==> config.mk <==
export PLATFORM = sky130hd
export DESIGN_NAME = camsync_framer
export DESIGN_NICKNAME = d
export VERILOG_FILES = /design/src/rtl/camsync_pkg.sv /design/src/rtl/csf_delay_line.sv /design/src/rtl/csf_code_detect.sv /design/src/rtl/csf_sync_state.sv /design/src/rtl/csf_out_stage.sv /design/src/rtl/camsync_framer.sv
export SDC_FILE = /design/constraint.sdc
export NUM_CORES = 1
export LEC_CHECK = 0
export BUFFER_PORTS_ARGS = -buffer_cell sky130_fd_sc_hd__clkbuf_2
export CORE_UTILIZATION = 43
export CTS_CLUSTER_SIZE = 24
export DETAILED_ROUTE_END_ITERATION = 12
export GPL_ROUTABILITY_DRIVEN = 0
export PLACE_DENSITY = 0.65
export SKIP_CTS_REPAIR_TIMING = 1
export SLEW_MARGIN = 10
export SYNTH_ARGS = -nofsm -noshare
export SYNTH_HDL_FRONTEND = slang
export SYNTH_SLANG_ARGS = --single-unit
==> constraint.sdc <==
create_clock -name clk -period 1.7 [get_ports clk]
set_input_delay 0.255 -clock clk [delete_from_list [all_inputs] [get_ports clk]]
set_output_delay 0.255 -clock clk [all_outputs]
set_load 0.05 [all_outputs]
==> src/rtl/camsync_pkg.sv <==
package camsync_pkg;
  localparam int BYTE_W     = 8;
  localparam int CH_W       = 4;
  localparam int KIND_W     = BYTE_W - CH_W;
  localparam int PREFIX_LEN = 3;

  typedef enum logic [1:0] {
    EV_LINE_START  = 2'd0,
    EV_LINE_END    = 2'd1,
    EV_FRAME_START = 2'd2,
    EV_FRAME_END   = 2'd3
  } sync_event_e;

  // Expected prefix byte, position 0 being the oldest byte of the prefix.
  function automatic logic [BYTE_W-1:0] prefix_byte(input int pos);
    return (pos == 0) ? {BYTE_W{1'b1}} : {BYTE_W{1'b0}};
  endfunction

  // Only the four lowest kind values are defined.
  function automatic logic kind_defined(input logic [KIND_W-1:0] k);
    return (k[KIND_W-1:2] == '0);
  endfunction
endpackage

==> src/rtl/csf_delay_line.sv <==
module csf_delay_line #(
  parameter int DW    = camsync_pkg::BYTE_W,
  parameter int DEPTH = camsync_pkg::PREFIX_LEN
) (
  input  logic                      clk,
  input  logic                      rst_n,
  input  logic                      shift,
  input  logic                      flush,
  input  logic [DW-1:0]             din,
  output logic [DEPTH-1:0][DW-1:0]  taps,
  output logic [DEPTH-1:0]          live
);
  // Entry 0 is the newest byte, entry DEPTH-1 the oldest.
  for (genvar i = 0; i < DEPTH; i++) begin : g_stage
    logic [DW-1:0] nxt_d;
    logic          nxt_l;
    if (i == 0) begin : g_head
      assign nxt_d = din;
      assign nxt_l = 1'b1;
    end else begin : g_body
      assign nxt_d = taps[i-1];
      assign nxt_l = live[i-1];
    end

    always_ff @(posedge clk) begin
      if (!rst_n) begin
        taps[i] <= '0;
        live[i] <= 1'b0;
      end else if (flush) begin
        live[i] <= 1'b0;
      end else if (shift) begin
        taps[i] <= nxt_d;
        live[i] <= nxt_l;
      end
    end

    if (i > 0) begin : g_chk
      // occupancy always fills from the newest end
      a_r8_live_contiguous: assert property (@(posedge clk) disable iff (!rst_n)
        live[i] |-> live[i-1]);
    end
  end
endmodule

==> src/rtl/csf_code_detect.sv <==
module csf_code_detect #(
  parameter int DW     = camsync_pkg::BYTE_W,
  parameter int DEPTH  = camsync_pkg::PREFIX_LEN,
  parameter int CH_W   = camsync_pkg::CH_W,
  parameter int KIND_W = camsync_pkg::KIND_W
) (
  input  logic [DEPTH-1:0][DW-1:0] taps,
  input  logic [DEPTH-1:0]         live,
  input  logic                     in_valid,
  input  logic [DW-1:0]            din,
  output logic                     hit,
  output logic                     kind_ok,
  output camsync_pkg::sync_event_e kind,
  output logic [CH_W-1:0]          chan_field
);
  logic prefix_seen;

  always_comb begin
    prefix_seen = 1'b1;
    for (int p = 0; p < DEPTH; p++) begin
      if (!live[DEPTH-1-p] || taps[DEPTH-1-p] != camsync_pkg::prefix_byte(p))
        prefix_seen = 1'b0;
    end
  end

  assign hit        = in_valid && prefix_seen;
  assign kind_ok    = camsync_pkg::kind_defined(din[KIND_W-1:0]);
  assign kind       = camsync_pkg::sync_event_e'(din[1:0]);
  assign chan_field = din[DW-1:DW-CH_W];
endmodule

==> src/rtl/csf_sync_state.sv <==
module csf_sync_state #(
  parameter int CH_W = camsync_pkg::CH_W
) (
  input  logic                     clk,
  input  logic                     rst_n,
  input  logic                     hit,
  input  logic                     kind_ok,
  input  camsync_pkg::sync_event_e kind,
  input  logic [CH_W-1:0]          chan_field,
  output logic                     hsync,
  output logic                     vsync,
  output logic [CH_W-1:0]          chan,
  output logic                     code_err
);
  import camsync_pkg::*;

  logic good_code;
  logic bad_code;
  assign good_code = hit && kind_ok;
  assign bad_code  = hit && !kind_ok;

  always_ff @(posedge clk) begin
    if (!rst_n) begin
      hsync    <= 1'b0;
      vsync    <= 1'b0;
      chan     <= '0;
      code_err <= 1'b0;
    end else begin
      code_err <= bad_code;
      if (good_code) begin
        chan <= chan_field;
        unique case (kind)
          EV_LINE_START:  hsync <= 1'b1;
          EV_LINE_END:    hsync <= 1'b0;
          EV_FRAME_START: vsync <= 1'b1;
          EV_FRAME_END:   vsync <= 1'b0;
        endcase
      end
    end
  end

  // the error flag never lasts two cycles
  a_r6_err_one_cycle: assert property (@(posedge clk) disable iff (!rst_n)
    code_err |=> !code_err);
  // an undefined kind leaves the sync state alone
  a_r6_err_keeps_state: assert property (@(posedge clk) disable iff (!rst_n)
    code_err |-> ($stable(hsync) && $stable(vsync) && $stable(chan)));
  // channel moves only after a defined code
  a_r5_chan_hold: assert property (@(posedge clk) disable iff (!rst_n)
    !good_code |=> $stable(chan));
  // a rising line sync needs a line-start code
  a_r3_hsync_rise: assert property (@(posedge clk) disable iff (!rst_n)
    $rose(hsync) |-> $past(good_code && kind == EV_LINE_START));
  // a falling frame sync needs a frame-end code
  a_r4_vsync_fall: assert property (@(posedge clk) disable iff (!rst_n)
    $fell(vsync) |-> $past(good_code && kind == EV_FRAME_END));
endmodule

==> src/rtl/csf_out_stage.sv <==
module csf_out_stage #(
  parameter int DW = camsync_pkg::BYTE_W
) (
  input  logic          clk,
  input  logic          rst_n,
  input  logic          strip_en,
  input  logic          in_valid,
  input  logic [DW-1:0] din,
  input  logic          hit,
  input  logic [DW-1:0] oldest,
  input  logic          oldest_live,
  output logic [DW-1:0] out_byte,
  output logic          out_valid
);
  logic          pop_payload;
  logic [DW-1:0] pick;
  logic          pick_valid;

  assign pop_payload = in_valid && !hit && oldest_live;
  assign pick        = strip_en ? oldest : din;
  assign pick_valid  = strip_en ? pop_payload : in_valid;

  always_ff @(posedge clk) begin
    if (!rst_n) begin
      out_byte  <= '0;
      out_valid <= 1'b0;
    end else begin
      out_valid <= pick_valid;
      if (pick_valid) out_byte <= pick;
    end
  end

  // the cycle after a recognised code emits nothing in strip mode
  a_r8_code_withheld: assert property (@(posedge clk) disable iff (!rst_n)
    (strip_en && hit) |=> !out_valid);
  // pass-through echoes each accepted byte one cycle later
  a_r7_echo: assert property (@(posedge clk) disable iff (!rst_n)
    (!strip_en && in_valid) |=> (out_valid && out_byte == $past(din)));
endmodule

==> src/rtl/camsync_framer.sv <==
module camsync_framer #(
  parameter int DW    = camsync_pkg::BYTE_W,
  parameter int CH_W  = camsync_pkg::CH_W,
  parameter int DEPTH = camsync_pkg::PREFIX_LEN
) (
  input  logic            clk,
  input  logic            rst_n,
  input  logic            strip_en,
  input  logic [DW-1:0]   in_byte,
  input  logic            in_valid,
  output logic [DW-1:0]   out_byte,
  output logic            out_valid,
  output logic            hsync,
  output logic            vsync,
  output logic [CH_W-1:0] chan,
  output logic            code_err
);
  localparam int KIND_W = DW - CH_W;

  // Named internal events
  logic [DEPTH-1:0][DW-1:0]  ev_taps;
  logic [DEPTH-1:0]          ev_live;
  logic                      ev_code_hit;
  logic                      ev_kind_ok;
  camsync_pkg::sync_event_e  ev_kind;
  logic [CH_W-1:0]           ev_chan_field;

  csf_delay_line #(.DW(DW), .DEPTH(DEPTH)) u_dly (
    .clk   (clk),
    .rst_n (rst_n),
    .shift (in_valid),
    .flush (ev_code_hit),
    .din   (in_byte),
    .taps  (ev_taps),
    .live  (ev_live)
  );

  csf_code_detect #(.DW(DW), .DEPTH(DEPTH), .CH_W(CH_W), .KIND_W(KIND_W)) u_det (
    .taps       (ev_taps),
    .live       (ev_live),
    .in_valid   (in_valid),
    .din        (in_byte),
    .hit        (ev_code_hit),
    .kind_ok    (ev_kind_ok),
    .kind       (ev_kind),
    .chan_field (ev_chan_field)
  );

  csf_sync_state #(.CH_W(CH_W)) u_sync (
    .clk        (clk),
    .rst_n      (rst_n),
    .hit        (ev_code_hit),
    .kind_ok    (ev_kind_ok),
    .kind       (ev_kind),
    .chan_field (ev_chan_field),
    .hsync      (hsync),
    .vsync      (vsync),
    .chan       (chan),
    .code_err   (code_err)
  );

  csf_out_stage #(.DW(DW)) u_out (
    .clk         (clk),
    .rst_n       (rst_n),
    .strip_en    (strip_en),
    .in_valid    (in_valid),
    .din         (in_byte),
    .hit         (ev_code_hit),
    .oldest      (ev_taps[DEPTH-1]),
    .oldest_live (ev_live[DEPTH-1]),
    .out_byte    (out_byte),
    .out_valid   (out_valid)
  );

  // an idle input cycle yields an idle output cycle
  a_r11_idle_quiet: assert property (@(posedge clk) disable iff (!rst_n)
    !in_valid |=> !out_valid);
  // idle cycles leave the sync levels untouched
  a_r11_idle_stable: assert property (@(posedge clk) disable iff (!rst_n)
    !in_valid |=> ($stable(hsync) && $stable(vsync) && $stable(chan)));
  // the error flag is raised only after a prefix match
  a_r2_err_needs_hit: assert property (@(posedge clk) disable iff (!rst_n)
    $rose(code_err) |-> $past(ev_code_hit));
endmodule

==> results.json, run 1 <==
{
  "status": "finished with violations",
  "violations": "negative setup slack",
  "regToRegSetupSlack_ns": -0.06,
  "grt_max_degree": 40,
  "slowest_stage": "or4b_4",
  "drive_above_1_share_pct": 22.1,
  "yosys_warnings": 0,
  "power.density_nw_per_um2": 960,
  "final_hold_viol_count": 0,
  "grt_overflow": 0,
  "critPathMaxStageDelay_ns": 0.55,
  "synth_enable_flop_cells": 0,
  "synth_top_family_by_area": "simple AND/OR/NAND/NOR gates",
  "initial_utilization_pct": 45.6,
  "dpl.hpwl_um": 2730,
  "final_common_cell": "nand2_1",
  "finalCriticalPeriod_ns": 1.76,
  "slew_headroom_pct": 73.5,
  "postSynthCellCount": 194,
  "synth_mux_area_share_pct": 16.1,
  "critPathMaxFanout": 13,
  "drc": 0,
  "worstHoldStart": "in_byte[0]",
  "crit_required_ns": 1.93,
  "rsz0062_at_grt": "yes",
  "yosysSeqAreaShare_pct": 46.2,
  "rr_startpoint": "u_dly.g_stage[2].nxt_d[4]",
  "cts.htree.levels": 2,
  "cp-end-kind": "register",
  "synthesis.area_um2": 1860,
  "clock_sinks": 43,
  "clk_pin_slew_ns": 0.08,
  "port_buffers": 27,
  "die_h_um": 67.8,
  "path_class": "reg2reg",
  "cts_max_path_buffers": 2,
  "io_pins": 28,
  "setup_tns_ns": -0.640,
  "p_leak_nw": 1.00,
  "clock_latency_ns": 0.30,
  "crit_path_cell_trace": "or4b_4 -> nor4_4 -> a21bo_2 -> buf_12 -> mux2i_1",
  "final_nets": 233,
  "wl_per_cell_um": 14.1,
  "synth_compound_area_share_pct": 9.27,
  "detail-route-antenna-nets": 0,
  "slew_viol_final": 0,
  "fin_area_um2": 2180,
  "antenna_found_initial": 0,
  "die-area_um2": 4600,
  "setup_viol": 24,
  "synth-simple-area-share_pct": 22.7,
  "syn_nets": 206,
  "netlist-cell-type-count": 32,
  "drtIter0Drc": 128,
  "arrival_ns": 1.99,
  "finalCritPeriodShare_pct": 104,
  "core-area_um2": 4090,
  "ys.flop_type": "dfxtp_1",
  "dp_slack_ns": -0.0367,
  "drtPass1Iterations": 4,
  "cp-start-kind": "register",
  "grt_pass1_vias": 1295,
  "power_mw": 2.10,
  "vias": 1425,
  "syn_avg_cell_area_um2": 9.60,
  "cts_tree": "yes",
  "layout_setup_ws_ns": -0.0618,
  "routed_via_density": 5.24,
  "reg2regPathDepth": 5,
  "synthXorXnorAreaFrac_pct": 0,
  "min_to": "u_dly.g_stage[1].nxt_d[0]",
  "layout_common_cells": "nand2_1 (49), dfxtp_1 (43), mux2i_1 (30)",
  "cts-root-buf": "clkbuf_8",
  "ir_worst_vdd_v": 0.000654,
  "drv_cap": 0,
  "max_freq_ghz": 0.568,
  "cts_buffers": 5,
  "dpl-instance-area_um2": 2040,
  "routed_wl_um": 3830,
  "worst_hold_path.num_cells": 3,
  "ys_ff_latch": 43,
  "synthToLayoutAreaGrowth_pct": 17.3,
  "antenna_cells": 0,
  "rows": 23,
  "async_reset_ff_share_pct": 0,
  "synth_fa_ha_area_share_pct": 0,
  "fin_util_pct": 53.5,
  "hp-class": "in2reg",
  "tightestPinTransition_ns": 0.398,
  "die_w_um": 67.8,
  "grt_usage_pct": 18.6,
  "timing.rr.end": "u_dly.g_stage[2].nxt_d[0]",
  "grt_pass1_wl_um": 6100,
  "clock_skew_ns": 0.00878
}
synthesized netlist by cell type, drive strengths merged, types with 2 or more instances:
cell type   n  area (µm²)
nand2      49         184
dfxtp      43         861
mux2i      30         300
clkbuf     13        50.0
o21ai       9        45.0
nand3b      8        60.1
o211a       8        80.1
a21oi       3        15.0
buf         3        51.3
nor2b       3        18.8
and4        2        18.8
nand2b      2        12.5
nand3       2        10.0
nand4       2        12.5
nor4        2        27.5
nor4b       2        17.5
o21a        2        15.0
sequential cells by signal, summed over array words and instances (netlist names):
signal	cells
u_out.out_byte	8
u_sync.vsync	1
u_sync.hsync	1
u_dly.live	1
u_dly.taps	8
u_sync.code_err	1
u_sync.chan	4
u_dly.g_stage.nxt_l	2
u_dly.g_stage.nxt_d	16
u_out.out_valid	1
cell families after synthesis:
family / after synthesis
simple gates: 80
compound gates: 24
flops: 43
mux: 30
buf+inv: 17
layout make-up:
cell class / count / area [µm²]
Timing Repair Buffer: 36 / 245
Clock inverter: 3 / 43.8
Tap cell: 50 / 62.6
Inverter: 1 / 3.75
Sequential cell: 43 / 861
Fill cell: 378 / 1900
Clock buffer: 5 / 68.8
Multi-Input combinational cell: 134 / 900
stage by stage:
step	hold WS (ns)	std cells
finish	0.208	272
global route	0.221	272
CTS	0.210	271
detailed placement	0.451	263
global placement	0.445	263
floorplan	0.394	194
layer usage:
metal,GRT usage [%],vias to the layer above,routed length [µm]
met2,28.5,29,1730
met4,7.03,0,56
li1,-,725,-
met1,23.9,666,1840
met5,0,-,0
met3,6.59,5,195
critical path: cells and delay by family (launching register included):
| kind | cells | cell delay [ns] |
|---|---|---|
| AOI/OAI and AO/OA | 1 | 0.24 |
| buffers and inverters | 1 | 0.17 |
| and+or+nand+nor | 2 | 0.74 |
| DFF | 1 | 0.32 |
| muxes | 1 | 0.21 |
how the worst max path moves through the flow:
stage | startpoint | endpoint | slack [ns] | cells after the start
after floorplan | u_dly.g_stage[2].nxt_d[4] | u_dly.g_stage[1].nxt_d[5] | -0.06 | 6
after global placement | u_dly.g_stage[2].nxt_d[4] | u_out.out_byte[2] | -0.009 | 4
after detailed placement | u_dly.g_stage[2].nxt_d[4] | u_dly.g_stage[2].nxt_d[0] | -0.04 | 5
after CTS | u_dly.g_stage[2].nxt_d[4] | u_dly.g_stage[2].nxt_d[0] | -0.08 | 5
after global routing | u_dly.g_stage[2].nxt_d[4] | u_dly.g_stage[2].nxt_d[0] | -0.14 | 5
final | u_dly.g_stage[2].nxt_d[4] | u_dly.g_stage[2].nxt_d[0] | -0.06 | 5
power by group:
part / total, mW / switching, mW / internal, mW
sequential: 1.07 / 0.0239 / 1.05
clock: 0.799 / 0.361 / 0.437
combinational: 0.228 / 0.143 / 0.0852
No activity file was read; power rests on OpenSTA's default activity.
==> inputs of run 2 (changes only) <==
CORE_UTILIZATION = 35   (was 43)
PLACE_DENSITY = not set   (was 0.65)
==> results.json, run 2 (same netlist as run 1, synthesis figures left out) <==
{
  "crit_path_cell_trace": "or4b_4 -> nor4_4 -> a21bo_2 -> clkbuf_16 -> mux2i_1",
  "ir_worst_vdd_v": 0.000321,
  "largest_register_ffs": 16,
  "io_pins": 28,
  "dpl.hpwl_um": 2870,
  "dpl-instance-area_um2": 2080,
  "detail-route-antenna-nets": 0,
  "routed_wl_um": 4110,
  "clock_latency_ns": 0.30,
  "clock_sinks": 43,
  "initial_utilization_pct": 36.5,
  "dp_slack_ns": -0.0587,
  "cts_buffers": 5,
  "drv_cap": 0,
  "grt_overflow": 0,
  "tightestPinTransition_ns": 0.408,
  "cp-start-kind": "register",
  "slowest_stage": "or4b_4",
  "p_int_mw": 1.50,
  "die_w_um": 74.9,
  "routed_via_density": 4.99,
  "grt_pass1_vias": 1339,
  "p_comb_share_pct": 11.6,
  "status": "finished with violations",
  "regArea_um2": 862,
  "setup_viol": 25,
  "die_h_um": 74.9,
  "fin_area_um2": 2230,
  "port_buffers": 27,
  "multi_input_area_um2": 913,
  "wl_per_cell_um": 14.0,
  "grt_max_degree": 53,
  "final_hold_viol_count": 0,
  "synthToLayoutAreaGrowth_pct": 19.8,
  "critPathMaxStageDelay_ns": 0.55,
  "dpl.cell_count": 284,
  "stdcell_count": 294,
  "rsz0062_at_grt": "yes",
  "slew_viol_final": 0,
  "max_freq_ghz": 0.564,
  "cts.htree.levels": 2,
  "critPathMaxFanout": 10,
  "layout_common_cells": "nand2_1 (49), dfxtp_1 (42), mux2i_1 (30)",
  "die-area_um2": 5620,
  "arrival_ns": 2.00,
  "p_leak_nw": 1.01,
  "cts_tree": "yes",
  "finalCritPeriodShare_pct": 104,
  "antenna_cells": 0,
  "fillers": 541,
  "sw_frac_of_total_pct": 25.6,
  "drive_above_1_share_pct": 24.1,
  "clock_skew_ns": 0.00384,
  "p_seq_share_pct": 52.9,
  "final_nets": 235,
  "grt_pass1_wl_um": 6450,
  "vias": 1466,
  "antenna_found_initial": 0,
  "crit_required_ns": 1.93,
  "cts-root-buf": "clkbuf_8",
  "slew_headroom_pct": 72.8,
  "drtPass1Iterations": 4,
  "hp-class": "in2reg",
  "crit_family": "simple AND/OR/NAND/NOR gates",
  "rows": 26,
  "drc": 0,
  "grt_usage_pct": 15.9,
  "path_class": "reg2reg",
  "clk_pin_slew_ns": 0.08,
  "cts_max_path_buffers": 2,
  "power.density_nw_per_um2": 905,
  "final_common_cell": "nand2_1",
  "cp-end-kind": "register",
  "drtIter0Drc": 117,
  "core-area_um2": 5110,
  "violations": "negative setup slack",
  "finalCriticalPeriod_ns": 1.77,
  "hold_ws_ns": 0.204,
  "path_buf_inv": 1,
  "layout_setup_ws_ns": -0.0718,
  "power_frac_clock_pct": 35.5,
  "power.net_switching_mw": 0.516
}
==> run 2: changes by cell type in the layout (fill, tap and decap cells not counted), sizes merged <==
| cell | before | now |
|---|---|---|
| buf | 8 | 10 |
| bufinv | 1 | 0 |
| clkinv | 2 | 0 |
| clkbuf | 33 | 36 |
==> run 2: final cells by class <==
class	instances	share of cell area, %
inverter	1	0.168
clock buffer	8	4.49
multi-input combinational	134	40.9
tap	70	3.93
timing repair buffer	38	11.8
sequential	43	38.6
==> run 2: worst min-delay path, stage by stage <==
cell	delay, ns
clkbuf_2	0.10
nand2_1	0.06
mux2i_1	0.05
==> run 2: power groups by stage <==
stage	sequential, mW	clock, mW	combinational [mW]
2_1_floorplan	1.14	0	0.122
3_3_place_gp	1.09	0	0.225
3_5_place_dp	1.09	0	0.227
4_1_cts	1.07	0.738	0.226
5_1_grt	1.07	0.787	0.253
6_report	1.07	0.717	0.234
==> run 2: layer usage <==
layer  global-route usage [%]  share of wire (%)  wire (µm)
met1                     21.2                 49       2020
met2                     23.9                 45       1850
met3                     5.35                4.6        189
met4                     5.45                1.1         46
met5                        0                  0          0
==> run 2: final timing paths <==
check                                                from                        end  slack (ns)  cells after the start
worst min register to register             u_sync.chan[3]             u_sync.chan[3]        0.46                      2
worst max register to register  u_dly.g_stage[2].nxt_d[4]  u_dly.g_stage[2].nxt_d[0]       -0.07                      5
worst min-delay path                           in_byte[0]  u_dly.g_stage[1].nxt_d[0]        0.20                      3
worst max-delay path            u_dly.g_stage[2].nxt_d[4]  u_dly.g_stage[2].nxt_d[0]       -0.07                      5
==> run 2: through the flow <==
stage	util [%]	power, mW	TNS [ns]
2_1_floorplan	-	1.26	-1.25
5_1_grt	43.7	2.11	-3.86
3_5_place_dp	40.6	1.32	-0.440
4_1_cts	42.6	2.03	-0.874
6_report	43.7	2.02	-1.03
3_3_place_gp	40.6	1.32	0
==> inputs of run 3 (changes only) <==
BUFFER_PORTS_ARGS = -buffer_cell sky130_fd_sc_hd__buf_2   (was -buffer_cell sky130_fd_sc_hd__clkbuf_2)
==> results.json, run 3 (same netlist as run 1, synthesis figures left out) <==
{
  "finalCriticalPeriod_ns": 1.73,
  "status": "finished with violations",
  "die-area_um2": 5620,
  "slew_viol_final": 0,
  "rsz0062_at_grt": "yes",
  "regArea_um2": 862,
  "power_mw": 2.22,
  "vias": 1431,
  "io_pins": 28,
  "initial_utilization_pct": 36.5,
  "worst_hold_path.num_cells": 3,
  "critPathMaxFanout": 18,
  "stdcell_count": 291,
  "clock_sinks": 43,
  "final_hold_viol_count": 0,
  "cp-end-kind": "register",
  "detail-route-antenna-nets": 0,
  "critPathMaxStageDelay_ns": 0.55,
  "ir_worst_vdd_v": 0.000503,
  "largest_register_ffs": 16,
  "grt_usage_pct": 15.1,
  "port_buffers": 27,
  "final_nets": 232,
  "slowest_stage": "or4b_4",
  "drtIter0Drc": 56,
  "layout_common_cells": "nand2_1 (49), dfxtp_1 (42), mux2i_1 (30)",
  "synthToLayoutAreaGrowth_pct": 19.4,
  "grt_overflow": 0,
  "rows": 26,
  "regToRegSetupSlack_ns": -0.03,
  "routed_wl_um": 3910,
  "core-area_um2": 5110,
  "grt_pass1_vias": 1314,
  "cts-root-buf": "clkbuf_8",
  "layout_setup_ws_ns": -0.0254,
  "drv_cap": 0,
  "power.density_nw_per_um2": 1000,
  "dpl.cell_count": 283,
  "fin_util_pct": 43.5,
  "path_class": "reg2reg",
  "rr_startpoint": "u_dly.g_stage[2].nxt_d[4]",
  "p_leak_nw": 1.01,
  "clock_latency_ns": 0.29,
  "wl_per_cell_um": 13.5,
  "max_freq_ghz": 0.580,
  "crit_required_ns": 1.92,
  "fillers": 531,
  "setup_viol": 11,
  "dpl.hpwl_um": 2850,
  "dp_slack_ns": -0.0154,
  "tightestPinTransition_ns": 0.409,
  "cp-start-kind": "register",
  "drc": 0,
  "arrival_ns": 1.94,
  "clk_pin_slew_ns": 0.08,
  "violations": "negative setup slack",
  "cts_tree": "yes",
  "cts.htree.levels": 2,
  "drive_above_1_share_pct": 23.1,
  "antenna_found_initial": 0,
  "die_w_um": 74.9,
  "routed_via_density": 4.92,
  "finalCritPeriodShare_pct": 101,
  "multi_input_area_um2": 917,
  "antenna_cells": 0,
  "grt_max_degree": 41,
  "slew_headroom_pct": 72.7,
  "grt_pass1_wl_um": 6270,
  "cts_max_path_buffers": 2,
  "crit_path_cell_trace": "or4b_4 -> nor4_4 -> a21bo_1 -> buf_12 -> mux2i_1",
  "die_h_um": 74.9,
  "clock_skew_ns": 0.00602,
  "final_common_cell": "nand2_1",
  "hold_ws_ns": 0.237,
  "drtPass1Iterations": 4,
  "cts_buffers": 5,
  "hp-class": "in2reg",
  "worstHoldStart": "in_byte[2]",
  "min_to": "u_dly.g_stage[1].nxt_d[2]",
  "timing.rr.end": "u_dly.taps[19]",
  "reg2regPathDepth": 5
}
run 3: cell type report:
cell class                      count  share of cell area [%]
Clock inverter                      2                    2.70
Clock buffer                        6                    3.26
Timing Repair Buffer               35                    9.90
Sequential cell                    43                    38.8
Inverter                            1                   0.169
Tap cell                           70                    3.94
Multi-Input combinational cell    134                    41.2
run 3: power by group:
part | internal, mW | switching (mW) | total, mW
registers | 1.05 | 0.0230 | 1.07
clock network | 0.587 | 0.345 | 0.932
logic | 0.0807 | 0.144 | 0.224
total | 1.71 | 0.511 | 2.22
run 3: how the worst max path moves through the flow:
| stage | from | to | cells past startpoint |
|---|---|---|---|
| floorplan | u_dly.g_stage[2].nxt_d[4] | u_dly.g_stage[1].nxt_d[5] | 6 |
| global placement | u_dly.g_stage[2].nxt_d[4] | u_dly.g_stage[2].nxt_d[3] | 5 |
| detailed placement | u_dly.g_stage[2].nxt_d[4] | u_out.out_byte[7] | 4 |
| CTS | u_dly.g_stage[2].nxt_d[4] | u_dly.g_stage[2].nxt_d[5] | 5 |
| global route | u_dly.g_stage[2].nxt_d[4] | u_dly.taps[19] | 5 |
| finish | u_dly.g_stage[2].nxt_d[4] | u_dly.taps[19] | 5 |
run 3: stage by stage:
stage	cell area, µm²	TNS, ns
floorplan	1860	-1.25
global placement	2070	0
detailed placement	2070	-0.149
CTS	2200	-0.676
global route	2220	-4.42
finish	2220	-0.0870
run 3: worst max-delay path: cells and delay by family, from the launching register on:
family	cells	cell delay, ns
flip-flops	1	0.32
multiplexers	1	0.20
buffers and inverters	1	0.19
AO/OA/AOI/OAI	1	0.21
AND/OR/NAND/NOR	2	0.73
run 3: metal layers:
| metal | up-vias | wire [µm] | GRT usage, % |
|---|---|---|---|
| li1 | 719 | - | - |
| met1 | 683 | 1970 | 21.0 |
| met2 | 24 | 1780 | 22.9 |
| met3 | 5 | 132 | 4.15 |
| met4 | 0 | 26 | 4.40 |
| met5 | - | 0 | 0 |
